<file path="src/rtl/ea_pkg.sv">
package ea_pkg;
   typedef enum logic [1:0] {
      CLS_STD  = 2'd0,
      CLS_PUSH = 2'd1,
      CLS_MODT = 2'd2,
      CLS_DIO  = 2'd3
   } ea_class_e;

   typedef enum logic [1:0] {
      ST_IDLE  = 2'd0,
      ST_FETCH = 2'd1,
      ST_DONE  = 2'd2
   } ea_state_e;

   typedef struct packed {
      logic ix_en;    // add index register
      logic map_fin;  // final address mapped
      logic map_ind;  // indirect fetch mapped
      logic mt_mask;  // clear the ignored field
      logic dio;      // narrow direct I/O form
   } ea_policy_t;
endpackage

</file>
<file path="src/rtl/ea_policy.sv">
module ea_policy
   import ea_pkg::*;
(
   input  ea_class_e  cls,
   input  logic       vec_ctx,
   input  logic       vec_int,
   input  logic       map_en,
   input  logic       ctr4,
   input  logic       ixd_nz,
   output ea_policy_t pol
);
   always_comb begin
      pol.ix_en   = ixd_nz;
      pol.map_fin = map_en;
      pol.map_ind = map_en;
      pol.mt_mask = 1'b0;
      pol.dio     = 1'b0;
      unique case (cls)
         CLS_PUSH: begin
            if (vec_ctx) pol.ix_en = 1'b0;
         end
         CLS_MODT: begin
            if (vec_ctx) begin
               pol.ix_en = 1'b0;
               if (vec_int) begin
                  pol.map_fin = map_en & ctr4;
                  pol.map_ind = map_en & ctr4;
               end else begin
                  pol.mt_mask = map_en;
               end
            end
         end
         CLS_DIO: begin
            pol.dio     = 1'b1;
            pol.map_fin = 1'b0;
         end
         default: ;
      endcase
   end
endmodule

</file>
<file path="src/rtl/ea_addgen.sv">
module ea_addgen
   import ea_pkg::*;
#(
   parameter int ADDR_W    = 20,
   parameter int DIO_IX_W  = 17,
   parameter int DIO_OUT_W = 16,
   parameter int MASK_LO   = 12,
   parameter int MASK_HI   = 14
) (
   input  logic [ADDR_W-1:0] base,
   input  logic [ADDR_W-1:0] ref_q,
   input  logic [ADDR_W-1:0] ixv,
   input  ea_policy_t        pol,
   output logic [ADDR_W-1:0] addr,
   output logic [ADDR_W-1:0] fetch_addr
);
   logic [ADDR_W-1:0]   keep;
   logic [ADDR_W-1:0]   addend;
   logic [ADDR_W-1:0]   full;
   logic [DIO_IX_W-1:0] dsum;
   logic                unused_carry;

   for (genvar b = 0; b < ADDR_W; b++) begin : g_keep
      if (b >= MASK_LO && b <= MASK_HI) begin : g_clr
         assign keep[b] = 1'b0;
      end else begin : g_set
         assign keep[b] = 1'b1;
      end
   end

   assign unused_carry = ^dsum[DIO_IX_W-1:DIO_OUT_W];

   always_comb begin
      addend     = pol.ix_en ? ixv : '0;
      full       = base + addend;
      dsum       = base[DIO_IX_W-1:0] + addend[DIO_IX_W-1:0];
      fetch_addr = pol.mt_mask ? (ref_q & keep) : ref_q;
      if (pol.dio)
         addr = ADDR_W'(dsum[DIO_OUT_W-1:0]);
      else if (pol.mt_mask)
         addr = full & keep;
      else
         addr = full;
   end
endmodule

</file>
<file path="src/rtl/ea_seq.sv">
module ea_seq
   import ea_pkg::*;
(
   input  logic      clk,
   input  logic      rst_n,
   input  logic      start,
   input  logic      indirect,
   input  logic      ind_valid,
   output ea_state_e state,
   output logic      load_op,
   output logic      load_ind
);
   ea_state_e nxt;

   assign load_op  = (state == ST_IDLE) && start;
   assign load_ind = (state == ST_FETCH) && ind_valid;

   always_comb begin
      nxt = state;
      unique case (state)
         ST_IDLE:  if (start) nxt = indirect ? ST_FETCH : ST_DONE;
         ST_FETCH: if (ind_valid) nxt = ST_DONE;
         ST_DONE:  nxt = ST_IDLE;
         default:  nxt = ST_IDLE;
      endcase
   end

   always_ff @(posedge clk or negedge rst_n)
      if (!rst_n) state <= ST_IDLE;
      else        state <= nxt;
endmodule

</file>
<file path="src/rtl/ea_select.sv">
module ea_select
   import ea_pkg::*;
#(
   parameter int ADDR_W    = 20,
   parameter int DATA_W    = 32,
   parameter int IXD_W     = 3,
   parameter int DIO_IX_W  = 17,
   parameter int DIO_OUT_W = 16,
   parameter int MASK_LO   = 12,
   parameter int MASK_HI   = 14
) (
   input  logic              clk,
   input  logic              rst_n,
   input  logic              start,
   input  logic [1:0]        cls,
   input  logic              vec_ctx,
   input  logic              vec_int,
   input  logic              map_en,
   input  logic              ctr4,
   input  logic [IXD_W-1:0]  ix_sel,
   input  logic              indirect,
   input  logic [ADDR_W-1:0] ref_addr,
   input  logic [DATA_W-1:0] ix_val,
   input  logic [DATA_W-1:0] ind_word,
   input  logic              ind_valid,
   output logic              busy,
   output logic              ind_req,
   output logic [ADDR_W-1:0] ind_addr,
   output logic              ind_map,
   output logic              done,
   output logic [ADDR_W-1:0] addr_o,
   output logic              map_o
);
   initial begin
      assert (DATA_W > ADDR_W && DIO_IX_W <= ADDR_W && DIO_OUT_W < DIO_IX_W)
         else $error("ea_select: width parameters inconsistent");
      assert (MASK_LO <= MASK_HI && MASK_HI < ADDR_W)
         else $error("ea_select: ignored field outside address");
   end

   ea_state_e         state;
   logic              load_op, load_ind;
   ea_class_e         cls_q;
   logic              vctx_q, vint_q, men_q, c4_q, ixnz_q;
   logic [ADDR_W-1:0] ixv_q, ref_q, base_q;
   ea_policy_t        pol;
   logic              unused_hi;

   assign unused_hi = ^{ix_val[DATA_W-1:ADDR_W], ind_word[DATA_W-1:ADDR_W]};

   ea_seq u_seq (
      .clk(clk), .rst_n(rst_n), .start(start), .indirect(indirect),
      .ind_valid(ind_valid), .state(state), .load_op(load_op), .load_ind(load_ind)
   );

   always_ff @(posedge clk or negedge rst_n) begin
      if (!rst_n) begin
         cls_q  <= CLS_STD;
         vctx_q <= 1'b0;
         vint_q <= 1'b0;
         men_q  <= 1'b0;
         c4_q   <= 1'b0;
         ixnz_q <= 1'b0;
         ixv_q  <= '0;
         ref_q  <= '0;
         base_q <= '0;
      end else if (load_op) begin
         cls_q  <= ea_class_e'(cls);
         vctx_q <= vec_ctx;
         vint_q <= vec_int;
         men_q  <= map_en;
         c4_q   <= ctr4;
         ixnz_q <= |ix_sel;
         ixv_q  <= ix_val[ADDR_W-1:0];
         ref_q  <= ref_addr;
         base_q <= ref_addr;
      end else if (load_ind) begin
         base_q <= ind_word[ADDR_W-1:0];
      end
   end

   ea_policy u_pol (
      .cls(cls_q), .vec_ctx(vctx_q), .vec_int(vint_q), .map_en(men_q),
      .ctr4(c4_q), .ixd_nz(ixnz_q), .pol(pol)
   );

   ea_addgen #(
      .ADDR_W(ADDR_W), .DIO_IX_W(DIO_IX_W), .DIO_OUT_W(DIO_OUT_W),
      .MASK_LO(MASK_LO), .MASK_HI(MASK_HI)
   ) u_add (
      .base(base_q), .ref_q(ref_q), .ixv(ixv_q), .pol(pol),
      .addr(addr_o), .fetch_addr(ind_addr)
   );

   assign busy    = (state != ST_IDLE);
   assign ind_req = (state == ST_FETCH);
   assign done    = (state == ST_DONE);
   assign ind_map = pol.map_ind;
   assign map_o   = pol.map_fin;
endmodule

</file>
<file path="config.mk">
export PLATFORM = sky130hd
export DESIGN_NAME = ea_select
export DESIGN_NICKNAME = d
export VERILOG_FILES = /design/src/rtl/ea_pkg.sv /design/src/rtl/ea_policy.sv /design/src/rtl/ea_addgen.sv /design/src/rtl/ea_seq.sv /design/src/rtl/ea_select.sv
export SDC_FILE = /design/constraint.sdc
export NUM_CORES = 1
export LEC_CHECK = 0
export ABC_AREA = 1
export CAP_MARGIN = 20
export CORE_AREA = 5 5 97 166
export CTS_BUF_LIST = sky130_fd_sc_hd__clkbuf_4 sky130_fd_sc_hd__clkbuf_8
export CTS_CLUSTER_DIAMETER = 120
export DETAILED_ROUTE_END_ITERATION = 7
export DIE_AREA = 0 0 102 171
export HOLD_SLACK_MARGIN = 0.08
export PLACE_DENSITY = 0.69
export SLEW_MARGIN = 10
export SYNTH_ARGS = -nofsm -noshare
export SYNTH_HDL_FRONTEND = slang
export SYNTH_SLANG_ARGS = --single-unit
</file>
<file path="constraint.sdc">
create_clock -name clk -period 3.2 [get_ports clk]
set_input_delay 0.48 -clock clk [delete_from_list [all_inputs] [get_ports clk]]
set_output_delay 0.48 -clock clk [all_outputs]
set_load 0.01 [all_outputs]
</file>
==> run_results.csv, run 1 <==
group,metric,value,unit
place,pre_cts_slack,-0.430,ns
setup_path,r2r-end,"base_q[12]$_DFFE_PN0P_",
timing,max_slew.worst_pin.slew,0.915,ns
yosys,synth_edf_count,0,
clock_network,cts_max_path_buffers,2,
routing,first_iter_violations,174,
routing,vias,4243,
routing,via_per_inst,4.53,
yosys,netlist.area_leader.share,40.5,%
timing,skew,0.0111,ns
setup_path,setup.worst_path.start,"cls_q[1]$_DFFE_PN0P_",
clock_network,h-tree-depth,3,
routing,wl,13700,um
outcome,violations,"setup timing",
die,dieArea,0.0174,mm^2
layout,nNetsFinal,870,
timing,fmax,0.296,GHz
power,p_switching,4.23,mW
power,pwr-share-clk,7.7,%
yosys,synth_cell_types,32,
timing,drv_slew,0,
yosys,yosysTopAreaCell,"dfrtp_1",
power,power_frac_seq,16.3,%
yosys,ys_ff_latch,69,
die,die_x,102,um
global_route,grt_usage,15.9,%
power,p_int,4.76,mW
place,hpwl,10000,um
setup_path,cp_data_required_time,2.72,ns
die,initial_utilization,29.0,%
job,cap_violations,0,
timing,setup_ws,-0.180,ns
setup_path,critPathArrivalTime,2.90,ns
die,io_pins,143,
power,comb_power_share,76.0,%
setup_path,path_max_fanout,4,
layout,syn_to_final_growth,60.3,%
yosys,ys_warn_count,0,
layout,diodes,0,
timing,period_needed,3.38,ns
setup_path,cp-start-kind,"flip-flop",
timing,rsz0062_at_grt,"yes",
timing,hold_viol_final,0,
yosys,synthesis.nets,706,
clock_network,clk-insertion-delay-late,0.35,ns
setup_path,rr_worst_depth,6,
hold_path,hold_class,"input port to asynchronous set/reset pin",
yosys,ys.flop_type,"dfrtp_1",
yosys,avgSynthCellArea,7.29,um^2
die,coreArea,0.0147,mm^2
global_route,grt_pass1_wl,21500,um
yosys,synth_area_leaders,"dfrtp_1 (41%), nand2_1 (17%), nor2_1 (6.7%)",
clock_network,path_clk_slew,0.07,ns
power,leakagePower,3.25,nW
clock_network,cts_inserted_buffers,9,
setup_path,crit_end,"addr_o[16]",
clock_network,cts-root-buf,"clkbuf_8",
clock_network,cts_tree,"done",
global_route,grt-ovfl-total,0,
place,place_inst,899,
routing,ant_nets,0,
global_route,grt_max_degree,73,
global_route,grt_pass1_vias,4333,
power,switching_share,47.0,%
setup_path,r2r_start,"u_seq.state[1]$_DFFE_PN0P_",
power,p_per_area,1320,mW/mm^2
yosys,netlist_area,0.00426,mm^2
timing,period_share,106,%
layout,drive_above_1_share,32.3,%
yosys,synth.most_common_cell,"nand2_1",
routing,route.detailed.drc,0,
yosys,synthCells,585,
layout,layoutNonFillerInstCount,936,
setup_path,cp-end-kind,"primary output",
timing,finalSetupViolCount,16,
die,rows,59,
place,gp_congestion,0.834,
place,port_buffers,118,
setup_path,crit_type,"flip-flop to primary output",
timing,relSlewSlack,39.0,%
power,peakVddDrop,0.509,mV
yosys,yosysSeqAreaShare,40.5,%
outcome,run_status,"finished, violations left",
power,finalPower,9.00,mW
clock_network,cts.sinks,69,
yosys,synth_commonest_cells,"nand2_1 (196), nor2_1 (76), dfrtp_1 (69), inv_1 (69), o21ai_0 (31)",
global_route,antenna_found_initial,0,
setup_path,r2r_slack,1.30,ns
die,die_h,171,um
yosys,async_flop_share,100,%
routing,dr.pass1.iters,4,
routing,drt-wirelength-per-cell,14.7,um
## per-stage QoR
stage	utilization (%)	hold slack [ns]	area (um^2)	TNS, ns
after floorplan	-	0.184	4260	0
after global placement	39.4	0.453	5790	-4.73
after detailed placement	39.4	0.458	5790	-5.34
after CTS	44.4	0.289	6530	-2.12
after global routing	46.5	0.313	6830	-4.39
final	46.5	0.239	6830	-1.88
## worst max-delay path: stages (launching register included)
cell and delay (ns):
dfrtp_1 0.43, ha_4 0.29, inv_2 0.04, a21oi_4 0.18
inv_4 0.09, nor2_4 0.10, ha_4 0.14, inv_2 0.03
fa_2 0.35, inv_2 0.07, nand3_2 0.06, nand3_2 0.09
nand2_1 0.07, nand2_2 0.14, nand3_2 0.10, nand3_2 0.07
nand2_2 0.05, nor2_2 0.11, buf_2 0.15
## sequential cells by signal, summed over array words and instances (netlist names)
register and flops:
base_q 20, ixv_q 20, ref_q 20, cls_q 2
u_seq.state 2, c4_q 1, ixnz_q 1, men_q 1
vctx_q 1, vint_q 1
## worst min path at each step
stage,startpoint,end,slack [ns],cells past startpoint
final,rst_n,base_q[7]$_DFFE_PN0P_,0.24,1
after CTS,rst_n,ixv_q[7]$_DFFE_PN0P_,0.29,1
after global routing,rst_n,base_q[7]$_DFFE_PN0P_,0.31,1
after global placement,ref_q[8]$_DFFE_PN0P_,ref_q[8]$_DFFE_PN0P_,0.45,2
after floorplan,rst_n,base_q[0]$_DFFE_PN0P_,0.18,0
after detailed placement,ref_q[19]$_DFFE_PN0P_,ref_q[19]$_DFFE_PN0P_,0.46,2
## layer usage
metal | vias up | track usage [%] | part of all wire, %
met3 | 29 | 2.77 | 3.7
met1 | 1974 | 17.1 | 36
met2 | 100 | 29.2 | 56
met5 | - | 0 | 0
met4 | 0 | 7.65 | 3.8
li1 | 2140 | - | -
## cell families after synthesis
| family | after synthesis | synth area share, % |
|---|---|---|
| compound gates | 76 | 10.7 |
| simple gates | 300 | 27.9 |
| flops | 69 | 40.5 |
| xor+xnor | 11 | 2.26 |
| fa+ha+maj | 23 | 6.93 |
| buf+inv | 106 | 11.7 |
## what timing repair did
| action | 4_1_cts | 5_1_grt |
|---|---|---|
| pin swaps | 56 | 44 |
| hold buffers | 0 | 0 |
| cloned | 1 | 0 |
| buffers inserted | 13 | 8 |
| gates resized for setup | 185 | 73 |
| setup endpoints to repair | 19 | 18 |
## area by class of cell
cell class              count  area [um^2]
fillers                  1358         7860
flip-flops and latches     69         1730
multi-input cells         410         2750
well taps                 183          229
clock buffers              14          180
inverters                  73          279
clock inverters             1         5.00
repair buffers            186         1660
## power groups by stage
stage / logic (mW) / registers [mW] / clock network (mW)
finish: 6.84 / 1.47 / 0.690
global route: 7.47 / 1.51 / 0.746
CTS: 6.16 / 1.46 / 0.714
detailed placement: 5.31 / 1.45 / 0
global placement: 5.24 / 1.43 / 0
floorplan: 2.81 / 1.38 / 0
## cells in the final DEF (no fill, tap or decap), types with 6 or more instances in the layout
master             n
nand2_1          162
clkdlybuf4s50_1   98
dfrtp_1           69
inv_1             58
buf_4             57
nor2_1            44
nand2_2           26
o21ai_0           26
nor2_4            18
buf_2             16
nor2_2            15
a31oi_1           15
ha_4              15
nand3_2           14
inv_2             13
clkbuf_8          12
a21oi_2           10
buf_6             10
nand2_4            9
xor2_1             7
ha_1               7
a21oi_1            6
Note: power is estimated with default switching activity, not from simulation.
==> run 2: changes to the inputs <==
--- a/config.mk
+++ b/config.mk
@@ -5,13 +5,12 @@
 export SDC_FILE = /design/constraint.sdc
 export NUM_CORES = 1
 export LEC_CHECK = 0
-export ABC_AREA = 1
 export CAP_MARGIN = 20
-export CORE_AREA = 5 5 97 166
+export CORE_AREA = 5 5 96 165
 export CTS_BUF_LIST = sky130_fd_sc_hd__clkbuf_4 sky130_fd_sc_hd__clkbuf_8
 export CTS_CLUSTER_DIAMETER = 120
 export DETAILED_ROUTE_END_ITERATION = 7
-export DIE_AREA = 0 0 102 171
+export DIE_AREA = 0 0 101 170
 export HOLD_SLACK_MARGIN = 0.08
 export PLACE_DENSITY = 0.69
 export SLEW_MARGIN = 10
==> run 2 against run 1 <==
Effect of this change: the run still ends with setup timing left; clock-buffer cell count shrank 2; total power shrank 28%; sequential share of layout area is 0.28 points higher; flip-flop and latch count is the same; combinational power decreased by 37%; highest routed layer unchanged.
==> run_results.csv, run 2 <==
group,metric,value,unit
setup_path,crit_type,"flip-flop to primary output",
layout,nNetsFinal,722,
global_route,antenna_found_initial,0,
global_route,grt_max_degree,70,
die,initial_utilization,29.4,%
die,dieArea,0.0172,mm^2
setup_path,cp-end-kind,"primary output",
power,comb_power_share,66.8,%
clock_network,h-tree-depth,3,
place,port_buffers,118,
place,placed_area,0.00590,mm^2
layout,layoutNonFillerInstCount,785,
global_route,grt_pass1_wl,20300,um
power,power_frac_seq,20.3,%
setup_path,cp-start-kind,"flip-flop",
clock_network,cts_max_path_buffers,2,
timing,relSlewSlack,39.3,%
routing,ant_nets,0,
layout,fill_cells,1251,
clock_network,path_clk_slew,0.07,ns
timing,finalSetupViolCount,17,
layout,reg_top3,"base_q x20, ixv_q x20, ref_q x20",
timing,period_share,122,%
timing,timing.setup.tns,-8.29,ns
clock_network,cts_inserted_buffers,9,
yosys,yosysSeqAreaShare,41.0,%
outcome,run_status,"finished, violations left",
power,peakVddDrop,0.319,mV
timing,drv_slew,0,
routing,first_iter_violations,118,
timing,skew,0.00857,ns
timing,fmax,0.256,GHz
global_route,grt_pass1_vias,4143,
timing,rsz0062_at_grt,"yes",
global_route,grtUsageMet1,15.4,%
yosys,synthCells,411,
global_route,busiest_layer,"met2",
yosys,netlist.area_leader.share,41.0,%
layout,mostFrequentLayoutCells,"clkdlybuf4s50_1 (98), buf_4 (79), dfrtp_1 (68)",
routing,drt-wirelength-per-cell,16.8,um
clock_network,cts-root-buf,"clkbuf_8",
power,p_switching,2.52,mW
timing,max_slew.worst_pin.slew,0.911,ns
power,p_per_area,959,mW/mm^2
timing,period_needed,3.91,ns
yosys,synthesis.nets,532,
setup_path,critPathBufInv,3,
setup_path,slowest_delay,0.49,ns
die,die_h,170,um
global_route,grt_usage,15.1,%
setup_path,cp_top_family,"compound AO/OA/AOI/OAI gates",
yosys,synth_area_leaders,"dfrtp_1 (41%), mux2_2 (12%), ha_1 (6.5%)",
power,switching_share,38.9,%
timing,hold_viol_final,0,
die,rows,58,
die,coreArea,0.0143,mm^2
setup_path,critPathArrivalTime,3.43,ns
routing,via_per_inst,4.84,
yosys,synth_cell_types,48,
setup_path,cpMostUsedCell,"buf_6",
layout,diodes,0,
place,hpwl,9500,um
yosys,avgSynthCellArea,10.2,um^2
clock_network,cts_tree,"done",
routing,vias,3801,
setup_path,path_max_fanout,6,
yosys,ys_warn_count,0,
power,leakagePower,2.92,nW
routing,dr.pass1.iters,4,
power,p_int,3.96,mW
layout,syn_to_final_growth,60.6,%
yosys,ys.flop_type,"dfrtp_1",
yosys,netlist_area,0.00421,mm^2
routing,wl,13200,um
setup_path,path_cells,"buf_6 > ha_4 > o21ba_4 > o21a_4 > and2_4 > ha_4 > a21o_1 > a21oi_4 > a2111o_1 > buf_6 > a21oi_4 > a211oi_2 > mux2_4 > buf_6",
global_route,use_met3,2.34,%
setup_path,cp_data_required_time,2.72,ns
power,pwr-share-clk,12.9,%
layout,final_common_cell,"clkdlybuf4s50_1",
setup_path,critPathSlowestCell,"a2111o_1",
hold_path,hold_class,"input port to asynchronous set/reset pin",
outcome,violations,"setup timing",
global_route,grt-ovfl-total,0,
yosys,async_flop_share,100,%
yosys,synth_edf_count,0,
timing,setup_ws,-0.711,ns
clock_network,clk-insertion-delay-late,0.34,ns
place,gp_congestion,0.920,
yosys,synth.most_common_cell,"dfrtp_1",
yosys,ys_ff_latch,69,
layout,design_area,0.00676,mm^2
die,io_pins,143,
layout,drive_above_1_share,39.5,%
job,cap_violations,0,
global_route,met2_usage,28.8,%
yosys,yosysTopAreaCell,"dfrtp_1",
place,place_inst,724,
die,die_x,101,um
routing,route.detailed.drc,0,
yosys,synth_commonest_cells,"dfrtp_1 (69), mux2_2 (44), nand2_1 (31), o21ai_0 (31), and2_1 (23)",
clock_network,cts.sinks,69,
[run 2: changes by cell type after synthesis, moves of 7 or more]
cell,delta
mux2i_1,+21
a21o_1,+9
inv_1,-58
mux2_2,+44
and2_1,+22
a31oi_1,-14
xnor2_1,+8
nand2_1,-165
nand3_1,-11
xor2_1,-7
nor2_1,-54
[run 2: final timing paths]
path | startpoint | end | slack [ns] | cells after the start
setup reg to reg | cls_q[0]$_DFFE_PN0P_ | cls_q[0]$_DFFE_PN0P_ | -0.49 | 29
min in group clk | base_q[5]$_DFFE_PN0P_ | base_q[5]$_DFFE_PN0P_ | 0.50 | 2
hold reg to reg | base_q[5]$_DFFE_PN0P_ | base_q[5]$_DFFE_PN0P_ | 0.50 | 2
max in group asynchronous | rst_n | cls_q[1]$_DFFE_PN0P_ | 2.29 | 1
hold / removal | rst_n | ref_q[6]$_DFFE_PN0P_ | 0.25 | 1
setup / recovery | cls_q[0]$_DFFE_PN0P_ | addr_o[17] | -0.71 | 14
[run 2: worst reg2reg max path: cells and delay by family (launching register included)]
family / cells / cell delay (ns)
flops: 1 / 0.40
compound gates: 1 / 0.09
buf+inv: 28 / 3.13
[run 2: metal layers]
metal	vias to the layer above	part of all wire (%)
li1	1817	-
met1	1831	35
met2	117	57
met3	36	4.5
met4	0	3.8
met5	-	0
[run 2: final cells by class]
cell class                      instances  area, um^2  area share, %
Multi-Input combinational cell        295        2630           38.9
Clock inverter                          3        67.6          0.999
Timing Repair Buffer                  215        1910           28.2
Clock buffer                           12         165           2.44
Tap cell                              180         225           3.33
Sequential cell                        69        1730           25.6
Inverter                               11        41.3          0.611
[run 2: power groups by stage]
stage / clock [mW] / combinational [mW] / sequential [mW]
finish: 0.837 / 4.33 / 1.31
global route: 0.895 / 4.65 / 1.34
CTS: 0.863 / 4.01 / 1.32
detailed placement: 0 / 3.79 / 1.31
global placement: 0 / 3.70 / 1.30
floorplan: 0 / 2.09 / 1.25
[run 2: cells by family after synthesis]
family / share of synthesized area, %
AO/OA/AOI/OAI: 14.1
XOR/XNOR: 2.50
adder cells (fa/ha/maj): 7.02
buffers and inverters: 6.18
flip-flops: 41.0
multiplexers: 17.1
AND/OR/NAND/NOR: 12.0
[run 2: what timing repair did]
item,in CTS,in global routing
hold buffers,0,0
setup endpoints to repair,19,19
cloned,1,0
pin swaps,27,22
gates resized for setup,112,40
buffers inserted,39,8
[run 2: metrics by stage]
step	power [mW]	utilization [%]	hold WS, ns	setup slack, ns
global placement	5.01	41.2	0.480	-0.636
detailed placement	5.11	41.2	0.482	-0.744
global route	6.89	47.3	0.329	-0.804
floorplan	3.34	-	0.184	-0.0907
finish	6.48	47.3	0.251	-0.711
CTS	6.19	45.9	0.281	-0.717
==> run 3: changes to the inputs <==
--- a/config.mk
+++ b/config.mk
@@ -11,6 +11,7 @@
 export CTS_CLUSTER_DIAMETER = 120
 export DETAILED_ROUTE_END_ITERATION = 7
 export DIE_AREA = 0 0 101 170
+export GPL_TIMING_DRIVEN = 0
 export HOLD_SLACK_MARGIN = 0.08
 export PLACE_DENSITY = 0.69
 export SLEW_MARGIN = 10
==> run 3 against run 2 <==
Effect of this change: the flow still finishes with violations (setup timing); critical path depth grew 3; via count shrank 1.2%; core utilization shrank 2.1 points; clock power shrank 4.9%; design area shrank 4.3%; largest cell class unchanged; largest power group unchanged.
==> run_results.csv, run 3 (synthesis results as in run 2) <==
group,metric,value,unit
layout,mostFrequentLayoutCells,"clkdlybuf4s50_1 (98), dfrtp_1 (67), buf_4 (47)",
routing,route.detailed.drc,0,
layout,nNetsFinal,692,
power,leakagePower,2.74,nW
die,dieArea,0.0172,mm^2
routing,wl,13400,um
global_route,grt_usage,15.9,%
timing,fmax,0.251,GHz
global_route,grt-ovfl-total,0,
clock_network,cts-root-buf,"clkbuf_8",
place,hpwl,9930,um
outcome,violations,"setup timing",
routing,first_iter_violations,156,
setup_path,cp-start-kind,"flip-flop",
layout,diodes,0,
clock_network,cts_max_path_buffers,2,
clock_network,path_clk_slew,0.08,ns
setup_path,rr_worst_depth,5,
routing,via_per_inst,4.97,
setup_path,setup.worst_path.start,"cls_q[1]$_DFFE_PN0P_",
place,port_buffers,118,
routing,drt-wirelength-per-cell,17.8,um
clock_network,cts_tree,"done",
power,p_per_area,945,mW/mm^2
global_route,grt_pass1_wl,20900,um
setup_path,r2r_slack,1.26,ns
die,die_x,101,um
layout,syn_to_final_growth,53.7,%
power,peakVddDrop,0.287,mV
layout,fill_cells,1336,
power,finalPower,6.11,mW
timing,max_slew.worst_pin.slew,0.543,ns
global_route,grt_pass1_vias,4123,
setup_path,cp_data_required_time,2.72,ns
routing,dr.pass1.iters,4,
timing,period_share,125,%
setup_path,r2r-end,"base_q[3]$_DFFE_PN0P_",
routing,ant_nets,0,
die,initial_utilization,29.4,%
job,cap_violations,0,
setup_path,r2r_start,"u_seq.state[0]$_DFFE_PN0P_",
setup_path,cp-end-kind,"primary output",
setup_path,crit_end,"addr_o[18]",
layout,final_common_cell,"clkdlybuf4s50_1",
hold_path,hold_class,"input port to asynchronous set/reset pin",
outcome,run_status,"finished, violations left",
timing,relSlewSlack,63.8,%
routing,vias,3757,
timing,rsz0062_at_grt,"yes",
clock_network,cts.sinks,69,
timing,timing.setup.tns,-10.17,ns
setup_path,critPathArrivalTime,3.50,ns
timing,hold_viol_final,0,
die,coreArea,0.0143,mm^2
clock_network,cts_inserted_buffers,9,
setup_path,path_max_fanout,6,
timing,setup_ws,-0.784,ns
layout,reg_top3,"base_q x20, ixv_q x20, ref_q x20",
setup_path,crit_type,"flip-flop to primary output",
timing,period_needed,3.98,ns
global_route,grt_max_degree,61,
clock_network,h-tree-depth,3,
layout,drive_above_1_share,36.1,%
die,die_h,170,um
timing,drv_slew,0,
timing,skew,0.00779,ns
timing,finalSetupViolCount,17,
clock_network,clk-insertion-delay-late,0.35,ns
die,io_pins,143,
die,rows,58,
global_route,antenna_found_initial,0,
place,pre_cts_slack,-0.979,ns
place,gp_congestion,0.918,
==> run 3: cell count changes in the layout (fill, tap and decap cells not counted), sizes merged <==
cell	before	now
dlygate4sd3	0	1
dlygate4sd2	1	0
clkbuf	13	19
clkinv	0	4
inv	11	10
o21a	7	6
buf	115	78
==> run 3: cell type report <==
cell class | count | area, um^2 | share of cell area, %
plain buffers | 35 | 246 | 3.81
clock buffers | 10 | 131 | 2.03
clock inverters | 6 | 87.6 | 1.35
inverters | 11 | 47.5 | 0.735
multi-input cells | 294 | 2620 | 40.6
flip-flops and latches | 69 | 1730 | 26.7
well taps | 180 | 225 | 3.48
repair buffers | 151 | 1380 | 21.3
==> run 3: worst min path at each step <==
stage | startpoint | end | slack, ns | depth (start not counted)
6_report | rst_n | ref_q[6]$_DFFE_PN0P_ | 0.50 | 2
5_1_grt | rst_n | ref_q[6]$_DFFE_PN0P_ | 0.50 | 2
4_1_cts | rst_n | ref_q[6]$_DFFE_PN0P_ | 0.49 | 2
3_5_place_dp | rst_n | ref_q[6]$_DFFE_PN0P_ | 0.33 | 1
3_3_place_gp | base_q[6]$_DFFE_PN0P_ | base_q[6]$_DFFE_PN0P_ | 0.48 | 2
2_1_floorplan | rst_n | base_q[0]$_DFFE_PN0P_ | 0.18 | 0
==> run 3: layer usage <==
metal	vias to the layer above	global-route usage, %	routed length, um
li1	1759	-	-
met1	1855	15.7	4660
met2	114	29.9	7680
met3	29	2.79	553
met4	0	9.72	548
met5	-	0	0
==> run 3: repair_timing <==
| action | 4_1_cts | 5_1_grt |
|---|---|---|
| gates resized for setup | 120 | 27 |
| setup buffers | 23 | 7 |
| hold buffers | 1 | 0 |
| endpoints found under the setup margin | 19 | 19 |
| pin swaps | 30 | 19 |
| hold endpoints to repair | 9 | 0 |
| cloned | 1 | 0 |
==> run 3: worst max-delay path, stage by stage (launching register included) <==
cell and delay (ns):
dfrtp_2 0.41, inv_2 0.07, ha_4 0.15, o21ba_4 0.22
o21a_4 0.26, clkbuf_16 0.17, and2_4 0.14, ha_4 0.15
inv_2 0.05, fa_2 0.21, nor2b_2 0.06, o31a_1 0.32
a211oi_4 0.29, buf_4 0.17, o211ai_1 0.09, xnor2_1 0.14
nor2_1 0.10, buf_2 0.15
==> run 3: per-stage QoR <==
| step | area (um^2) | util [%] | hold slack [ns] | cells |
|---|---|---|---|---|
| after floorplan | 4320 | - | 0.184 | 411 |
| after global placement | 5730 | 40.1 | 0.477 | 709 |
| after detailed placement | 5750 | 40.3 | 0.328 | 710 |
| after CTS | 6340 | 44.3 | 0.485 | 750 |
| after global routing | 6470 | 45.2 | 0.498 | 756 |
| final | 6470 | 45.2 | 0.500 | 756 |
==> run 3: power breakdown <==
group,internal [mW],leakage (nW),switching [mW],total (mW)
clock network,0.447,0.114,0.348,0.796
registers,1.13,0.817,0.180,1.31
logic,2.05,1.81,1.95,4.01
total,3.63,2.74,2.48,6.11
